### src/rtl/dcc_pkg.sv
package dcc_pkg;

  // interleaved column (1-based) -> index of the lower-rate signal it belongs to
  function automatic int lane_of(input int col, input int lanes);
    return (col - 1) % lanes;
  endfunction

  // interleaved column (1-based) -> column inside its lower-rate signal (1-based)
  function automatic int stm1_col_of(input int col, input int lanes);
    return (col - 1) / lanes + 1;
  endfunction

  // row and lower-rate column -> channel byte number 1..12, or 0 if none
  function automatic int d_number(input int row, input int scol);
    int k;
    if (scol != 1 && scol != 4 && scol != 7) return 0;
    k = (scol - 1) / 3;
    if (row == 3) return 1 + k;
    if (row >= 6 && row <= 8) return 4 + (row - 6) * 3 + k;
    return 0;
  endfunction

endpackage

### src/rtl/dcc_pos_decode.sv
module dcc_pos_decode
  import dcc_pkg::*;
#(
  parameter int LANES = 4,
  parameter int COL_W = 6
) (
  input  logic             ovh_vld,
  input  logic [3:0]       ovh_row,
  input  logic [COL_W-1:0] ovh_col,
  output logic [3:0]       d_num
);

  always_comb begin
    d_num = '0;
    if (ovh_vld && lane_of(int'(ovh_col), LANES) == 0)
      d_num = 4'(d_number(int'(ovh_row), stm1_col_of(int'(ovh_col), LANES)));
  end

endmodule

### src/rtl/dcc_frame_cfg.sv
module dcc_frame_cfg (
  input  logic clk,
  input  logic rst_n,
  input  logic frm_start,
  input  logic port_en,
  input  logic rs_sel,
  output logic act_en,
  output logic act_rs
);

  always_ff @(posedge clk) begin
    if (!rst_n) begin
      act_en <= 1'b0;
      act_rs <= 1'b0;
    end else if (frm_start) begin
      act_en <= port_en;
      act_rs <= rs_sel;
    end
  end

  AST_CFG_HELD: assert property (@(posedge clk) disable iff (!rst_n)
    !frm_start |=> ($stable(act_en) && $stable(act_rs)));

endmodule

### src/rtl/dcc_byte_gate.sv
module dcc_byte_gate (
  input  logic       clk,
  input  logic       rst_n,
  input  logic       frm_start,
  input  logic [3:0] d_num,
  input  logic [7:0] ovh_byte,
  input  logic       act_en,
  input  logic       act_rs,
  output logic [7:0] dcc_data,
  output logic       dcc_vld,
  output logic       dcc_sof
);

  logic       sel_ok;
  logic       pass;
  logic       first_pend;
  logic [3:0] out_num;
  logic [3:0] prev_num;
  logic [3:0] frm_cnt;

  always_comb begin
    if (act_rs) sel_ok = (d_num >= 4'd1) && (d_num <= 4'd3);
    else        sel_ok = (d_num >= 4'd4);
  end

  assign pass = act_en && sel_ok;

  always_ff @(posedge clk) begin
    if (!rst_n) begin
      dcc_data   <= '0;
      dcc_vld    <= 1'b0;
      dcc_sof    <= 1'b0;
      first_pend <= 1'b0;
      out_num    <= '0;
      prev_num   <= '0;
      frm_cnt    <= '0;
    end else begin
      dcc_vld <= pass;
      dcc_sof <= pass && first_pend;
      if (pass) begin
        dcc_data <= ovh_byte;
        out_num  <= d_num;
      end
      if (frm_start) first_pend <= 1'b1;
      else if (pass) first_pend <= 1'b0;
      if (dcc_vld) prev_num <= out_num;
      if (frm_start) frm_cnt <= '0;
      else if (dcc_vld) frm_cnt <= frm_cnt + 4'd1;
    end
  end

  AST_RESET_QUIET: assert property (@(posedge clk) disable iff (!rst_n)
    $rose(rst_n) |-> (!dcc_vld && !dcc_sof));
  AST_RS_ONLY: assert property (@(posedge clk) disable iff (!rst_n)
    (dcc_vld && act_rs) |-> (out_num >= 4'd1 && out_num <= 4'd3));
  AST_MS_ONLY: assert property (@(posedge clk) disable iff (!rst_n)
    (dcc_vld && !act_rs) |-> (out_num >= 4'd4 && out_num <= 4'd12));
  AST_D_ORDER: assert property (@(posedge clk) disable iff (!rst_n)
    (dcc_vld && !dcc_sof) |-> (out_num == prev_num + 4'd1));
  AST_SOF_FIRST: assert property (@(posedge clk) disable iff (!rst_n)
    dcc_sof |-> (dcc_vld && frm_cnt == 4'd0));
  AST_NO_OUT_DISABLED: assert property (@(posedge clk) disable iff (!rst_n)
    !act_en |=> !dcc_vld);
  AST_FRAME_COUNT: assert property (@(posedge clk) disable iff (!rst_n)
    frm_start |-> (frm_cnt == 4'd0 || frm_cnt == 4'd3 || frm_cnt == 4'd9));

endmodule

### src/rtl/dcc_extract_top.sv
module dcc_extract_top #(
  parameter int LANES = 4,
  parameter int COL_W = $clog2(9 * LANES + 1)
) (
  input  logic             clk,
  input  logic             rst_n,
  input  logic             ovh_vld,
  input  logic [7:0]       ovh_byte,
  input  logic [3:0]       ovh_row,
  input  logic [COL_W-1:0] ovh_col,
  input  logic             frm_start,
  input  logic             port_en,
  input  logic             rs_sel,
  output logic [7:0]       dcc_data,
  output logic             dcc_vld,
  output logic             dcc_sof
);

  logic [3:0] d_num;
  logic       act_en;
  logic       act_rs;

  dcc_pos_decode #(.LANES(LANES), .COL_W(COL_W)) u_dec (
    .ovh_vld (ovh_vld),
    .ovh_row (ovh_row),
    .ovh_col (ovh_col),
    .d_num   (d_num)
  );

  dcc_frame_cfg u_cfg (
    .clk       (clk),
    .rst_n     (rst_n),
    .frm_start (frm_start),
    .port_en   (port_en),
    .rs_sel    (rs_sel),
    .act_en    (act_en),
    .act_rs    (act_rs)
  );

  dcc_byte_gate u_gate (
    .clk       (clk),
    .rst_n     (rst_n),
    .frm_start (frm_start),
    .d_num     (d_num),
    .ovh_byte  (ovh_byte),
    .act_en    (act_en),
    .act_rs    (act_rs),
    .dcc_data  (dcc_data),
    .dcc_vld   (dcc_vld),
    .dcc_sof   (dcc_sof)
  );

  AST_PASS_NEEDS_BYTE: assert property (@(posedge clk) disable iff (!rst_n)
    (!ovh_vld || d_num == 4'd0) |=> !dcc_vld);

endmodule

### config.mk
export PLATFORM = sky130hd
export DESIGN_NAME = dcc_extract_top
export DESIGN_NICKNAME = d
export VERILOG_FILES = /design/src/rtl/dcc_pkg.sv /design/src/rtl/dcc_pos_decode.sv /design/src/rtl/dcc_frame_cfg.sv /design/src/rtl/dcc_byte_gate.sv /design/src/rtl/dcc_extract_top.sv
export SDC_FILE = /design/constraint.sdc
export NUM_CORES = 1
export LEC_CHECK = 0
export ABC_AREA = 1
export BUFFER_PORTS_ARGS = -buffer_cell sky130_fd_sc_hd__buf_2
export CORE_MARGIN = 4
export CORE_UTILIZATION = 43
export CTS_BUF_LIST = sky130_fd_sc_hd__clkbuf_4 sky130_fd_sc_hd__clkbuf_8
export CTS_CLUSTER_DIAMETER = 50
export DETAILED_ROUTE_END_ITERATION = 10
export MAX_ROUTING_LAYER = met4
export SETUP_SLACK_MARGIN = 0.3
export SKIP_CTS_REPAIR_TIMING = 1
export SYNTH_ARGS = -nofsm -noshare
export SYNTH_HDL_FRONTEND = slang
export SYNTH_SLANG_ARGS = --single-unit
### constraint.sdc
create_clock -name clk -period 15.1 [get_ports clk]
set_clock_uncertainty 0.05 [all_clocks]
set_input_delay 1.51 -clock clk [delete_from_list [all_inputs] [get_ports clk]]
set_output_delay 1.51 -clock clk [all_outputs]
set_load 0.01 [all_outputs]
# Yosys cells after proc, flatten, opt, wreduce, memory -nomap -nowiden
# Cells that the tools add are included.
# classes
mul	1
reduce_logical	10
eq_ne	4
bitwise	1
addsub	8
magnitude_cmp	5
div	1
n_mux	18
# op_table
cell	count
!= test 32 x 4 -> 1 bit, second input constant	2
adder 32 x 1 -> 32 bit	1
adder 32 x 2 -> 32 bit, second input constant	1
divider 32 x 3 -> 32 bit, second input constant	1
logical NOT 32 bit	1
!= test 32 x 2 -> 1 bit, second input constant	1
subtractor 32 x 2 -> 32 bit, second input constant	1
two-way mux 4 bit	6
two-way mux 1 bit	12
>= comparator 4 x 3 -> 1 bit, second input constant	2
logical AND 1 bit	7
subtractor 6 x 1 -> 7 bit, second input constant	1
multiplier 5 x 3 -> 4 bit, second input constant	1
subtractor 4 x 3 -> 5 bit, second input constant	1
adder 2 x 4 -> 4 bit, first input constant	1
adder 4 bit	1
adder 4 bit, first input constant	1
equality test 4 x 3 -> 1 bit, second input constant	1
>= comparator 4 x 1 -> 1 bit, second input constant	1
less-or-equal comparator 4 x 2 -> 1 bit, second input constant	1
less-or-equal comparator 4 bit, second input constant	1
nonzero test 2 bit	1
OR reduction 2 bit	1
bitwise AND 1 bit	1
# totals
wordCells	54
register_bits	13
inputBits	24

# Longest topological paths before layout
# depth
ltp_word	25
depth_mapped	122
ltp_nobuf	121

# Hierarchy
# From an unflattened synthesis, not the netlist that was laid out.
# hier_totals
hier_cells	683
hier_area_um2	3754.9
# by_module_without_submodules
mod	area_per_inst_um2	instances	seq_area_each_um2	cells_per_inst
dcc_pos_decode	3181.8	1	0.0	609
dcc_byte_gate	495.5	1	220.2	62
dcc_frame_cfg	77.6	1	40.0	12

# Least setup slack after synthesis
# No wires, ideal clock.
# synth_path
kind	input-to-reg
start	in ovh_col[3]
end	reg u_gate.dcc_data[0]
arrival_ps	12778
n_path_buf	1
cell_stages	111
path_slack_ps	2158
path_cell_list	nor2_2 -> nand3_2 -> ha_1 -> inv_1 -> ha_1 -> nand2_1 -> ha_1 -> nand2_1 -> nor3_1 -> nand3_1 -> inv_1 -> nand4_4 -> nand2_2 -> buf_6 -> nand2_4 -> nand2_4 -> inv_2 -> nor2_4 -> [75 not listed] -> inv_1 -> ha_1 -> inv_1 -> fa_1 -> inv_1 -> ha_1 -> xnor2_1 -> xor2_1 -> xnor2_1 -> nand3_1 -> nand2_1 -> nand2_1 -> nand3_2 -> nand2_1 -> nand2_1 -> nand3_2 -> nor2_1 -> nor2_1
# synth_via
elab_chain_len	17
# synth_rtl
item	line_no	source
start, declared	dcc_extract_top.sv:10	input logic [COL_W-1:0] ovh_col,
subtractor 6 x 1 -> 7 bit (*)	dcc_pkg.sv:5, dcc_pkg.sv:10	
bitwise AND 1 bit (no line)	--	
adder 32 x 1 -> 32 bit (no line)	--	
adder 32 x 2 -> 32 bit	dcc_pkg.sv:10	return (col - 1) / lanes + 1;
subtractor 32 x 2 -> 32 bit	dcc_pkg.sv:17	k = (scol - 1) / 3;
divider 32 x 3 -> 32 bit	dcc_pkg.sv:17	
adder 2 x 4 -> 4 bit	dcc_pkg.sv:18	if (row == 3) return 1 + k;
two-way mux 4 bit	dcc_pkg.sv:18	
two-way mux 4 bit	dcc_pkg.sv:19	if (row >= 6 && row <= 8) return 4 + (row - 6) * 3 + k;
two-way mux 4 bit	dcc_pkg.sv:20	return 0;
two-way mux 4 bit	dcc_pkg.sv:19	
two-way mux 4 bit	dcc_pkg.sv:17	
two-way mux 4 bit (*)	dcc_pos_decode.sv:15	if (ovh_vld && lane_of(int'(ovh_col), LANES) == 0)
>= comparator 4 x 1 -> 1 bit or less-or-equal comparator 4 x 2 -> 1 bit (tied branches)	dcc_byte_gate.sv:22	if (act_rs) sel_ok = (d_num >= 4'd1) && (d_num <= 4'd3);
logical AND 1 bit	dcc_byte_gate.sv:22	
two-way mux 1 bit (*)	dcc_byte_gate.sv:22	
logical AND 1 bit (*)	dcc_byte_gate.sv:26	assign pass = act_en && sel_ok;
end signal, assigned	dcc_byte_gate.sv:41	dcc_data <= ovh_byte;
end, declared	dcc_byte_gate.sv:9	output logic [7:0] dcc_data,
# Mark *: on every way between the ends. The rest lies on a longest branch, timed or not. The select of a mux whose other input is x is not followed.
# A chain may end at the register's enable or synchronous reset.

# Worst setup path in the final report
# layout_path
start	in ovh_col[1]
end	reg u_gate.dcc_data[0]
# layout_via
elab_chain_len	18
# layout_rtl
item	line_no
subtractor 6 x 1 -> 7 bit (*)	dcc_pkg.sv:5, dcc_pkg.sv:10
OR reduction 2 bit (no line)	--
bitwise AND 1 bit (no line)	--
adder 32 x 1 -> 32 bit (no line)	--
adder 32 x 2 -> 32 bit	dcc_pkg.sv:10
subtractor 32 x 2 -> 32 bit	dcc_pkg.sv:17
divider 32 x 3 -> 32 bit	dcc_pkg.sv:17
adder 2 x 4 -> 4 bit	dcc_pkg.sv:18
[2 not listed]	--
two-way mux 4 bit	dcc_pkg.sv:20
two-way mux 4 bit	dcc_pkg.sv:19
two-way mux 4 bit	dcc_pkg.sv:17
two-way mux 4 bit (*)	dcc_pos_decode.sv:15
>= comparator 4 x 1 -> 1 bit or less-or-equal comparator 4 x 2 -> 1 bit (tied branches)	dcc_byte_gate.sv:22
logical AND 1 bit	dcc_byte_gate.sv:22
two-way mux 1 bit (*)	dcc_byte_gate.sv:22
logical AND 1 bit (*)	dcc_byte_gate.sv:26
# Marked as above.

==> metrics.md <==
| Metric | Value |
|---|---|
| WL met3 | between 200 and 250 µm |
| # IOs | 34 |
| Yosys reg bits | 13 |
| Total gr overflow | 0 |
| Final wirelength | 9.202 mm |
| Diodes inserted | 0 |
| Least-Margin Pin Slew | around 560 ps |
| Die Wd | 100.1 µm |
| Post-synth EDFFs | 0 |
| Initial antenna violation count | 0 |
| Vias per inst | between 5 and 6 |
| WL met1 | between 3 and 4 mm |
| Via count | around 4,200 |
| Status | finished clean |
| WHS | 417.2 ps |
| Max-Cap Viols | 0 |
| Fill cells | ~800 |
| Drt wl/cell | about 11 µm |
| Die Y | 100.1 µm |
| Share of layout cells above drive strength 1 | 0.3052 |
| Power Density | 200.3 nW/µm² |
| Drt first-iter violations | about 120 |
| Clk buf depth | 2 |
| YS warnings | 0 |
| Cell Rows | 33 |
| Predominant post-synthesis flop cell | dfxtp_1 |
| Max Slew Vio Count | 0 |
| Met2 wire len | roughly 4.8 mm |
| Nets | a little under 800 |
| Leakage | 2.675 nW |
| Tmin final | between 10,000 and 15,000 ps |
| Crit end category | flip-flop |
| Critical-path maximum fanout | 7 |
| PnR Total Power | roughly 0.95 mW |
| Mapped Avg Cell Area | about 5.5 µm² |
| Die footprint | between 10,000 and 15,000 µm² |
| Gpl congestion | between 0.8 and 0.9 |
| Worst min-delay path class | reg -> reg |
| Async SR Flop Fraction | 0 |
| Top cell by count, worst path | nand2_1 |
| Crit path DAT | 14,070 ps |
| Setup Crit Path Kind | in -> reg |
| Total global-route track usage | 0.1652 |
| CP max-delay cell | fa_1 |
| CTS Sinks | 13 |
| Synthesized net count | slightly above 700 |
| Largest net degree at the start of global routing | 18 |
| Number of global-route vias before repair | 3,560 |
| Post-route DRC | 0 |
| Critical path data required time | ~15,000 ps |
| DR top layer | met4 |
| Drt pass-1 iters | 4 |
| Number of setup violations in the final report | 0 |
| H-tree depth | 1 |
| FMAX | between 70 and 80 MHz |
| Hold Vio Cnt, Final | 0 |
| Commonest cells after routing, fill and taps aside | nand2_1 (184), inv_1 (99), nor2_1 (53) |
| Sequential-to-total area share from yosys stat | 0.07143 |
| Commonest non-fill, non-tap cell in the layout | nand2_1 |
| Worst-Skew Late Latency | approximately 240 ps |
| Area Growth Syn to Fin | 29.81% |
| I/O Buffers | 33 |
| Core area | around 8200 µm² |
| Hpwl dp | around 6.7 mm |
| CP startpoint kind | input port |
| Antenna viol nets, final | 0 |
| Worst path max stage delay | ~410 ps |
| TritonCTS clock tree | done |
| Root Buffer | clkbuf_8 |
| Max_slew headroom | 0.6256 |
| Maximum vdd drop | between 150 and 200 µV |
| Post-Syn Area | between 3000 and 4000 µm² |
| Initial Utilization | 0.4434 |
| Gate Count Post-Synth | between 600 and 700 |
| RSZ-0062 raised after global routing | no |
| Synth cell types | between 40 and 50 |
| Final period util | 0.9231 |
| First-pass GRT wire length | 14.28 mm |
| Clock transition at path regs | ~50 ps |
| Cts bufs inserted | 3 |
## flip-flops by register name, indices dropped and copies added, names as in the netlist
signal,count
u_gate.dcc_data,8
u_cfg.act_en,1
u_cfg.act_rs,1
u_gate.dcc_sof,1
u_gate.dcc_vld,1
u_gate.first_pend,1
## through the flow
stage          setup WS, ps  setup TNS [ps]  utilization  instance area (µm²)  instances
3_3_place_gp          343.0               0       0.4757                 3909        797
6_report               1161               0       0.5756                 4730        829
3_5_place_dp         -27.51          -143.6       0.4757                 3909        797
5_1_grt               35.96               0       0.5756                 4730        829
4_1_cts               175.1               0       0.4817                 3958        801
2_1_floorplan          2158               0            -                 3643        662
## worst max-delay path: cells and delay by family
| kind | cells | cell delay (ps) |
|---|---|---|
| compound gates | 20 | 2450 |
| xor+xnor | 3 | 470 |
| fa+ha+maj | 8 | 1820 |
| buf+inv | 13 | 1060 |
| simple gates | 63 | 6730 |
## synthesized netlist by cell type (4+ instances only)
library cell	n	share of area
dfxtp_1	13	0.071
nand4_1	7	0.012
o21ai_1	23	0.032
nor3_1	7	0.0096
xnor2_1	17	0.041
inv_1	109	0.11
nand2_1	214	0.22
o21ai_0	17	0.023
o21bai_1	7	0.014
nand2_4	4	0.012
nor2_2	7	0.012
nand3_1	64	0.088
a21oi_1	12	0.016
nor2_1	58	0.060
xor2_1	14	0.034
nand2_2	16	0.027
nand3_2	11	0.030
nor2_4	4	0.012
ha_1	28	0.096
## layer usage
layer  GRT usage  up-vias
met4     0.03005        0
met5           -        -
met2      0.3089       63
li1            -     2222
met1      0.1979     1892
met3    0.006949       19
## kinds of logic (layout without fill, tap and decap cells)
group,count (synthesis),in the layout,share of synthesized area
simple gates,403,405,0.5131
compound gates,68,68,0.1102
fa+ha+maj,29,29,0.1016
flops,13,13,0.07143
xor+xnor,31,31,0.07452
buf+inv,118,178,0.1291
## worst paths after layout
kind | cells past startpoint | endpoint | slack, ps | startpoint
min | 2 | u_gate.first_pend$_SDFFE_PN0P_ | 420 | u_gate.first_pend$_SDFFE_PN0P_
max reg2reg | 6 | u_gate.dcc_data[0]$_SDFFE_PN0P_ | 13930 | u_cfg.act_rs$_SDFFE_PN0P_
max | 107 | u_gate.dcc_data[0]$_SDFFE_PN0P_ | 1160 | ovh_col[1]
min reg2reg | 2 | u_gate.first_pend$_SDFFE_PN0P_ | 420 | u_gate.first_pend$_SDFFE_PN0P_
## cell type report
| type | instances | area, µm² | share of cell area |
|---|---|---|---|
| multi-input combinational | 533 | 3433 | 0.7259 |
| inverter | 113 | 440.4 | 0.09312 |
| timing repair buffer | 61 | 415.4 | 0.08783 |
| sequential | 13 | 260.3 | 0.05503 |
| tap | 105 | 131.4 | 0.02778 |
| clock buffer | 4 | 48.80 | 0.01032 |
## report_power, final
group          leakage [nW]  total [mW]  switching (mW)  internal (mW)
registers             0.106      0.0363         0.00113         0.0352
logic                  2.54       0.878           0.545          0.334
clock network        0.0262      0.0327          0.0123         0.0204
No activity file was read; power rests on OpenSTA's default activity.
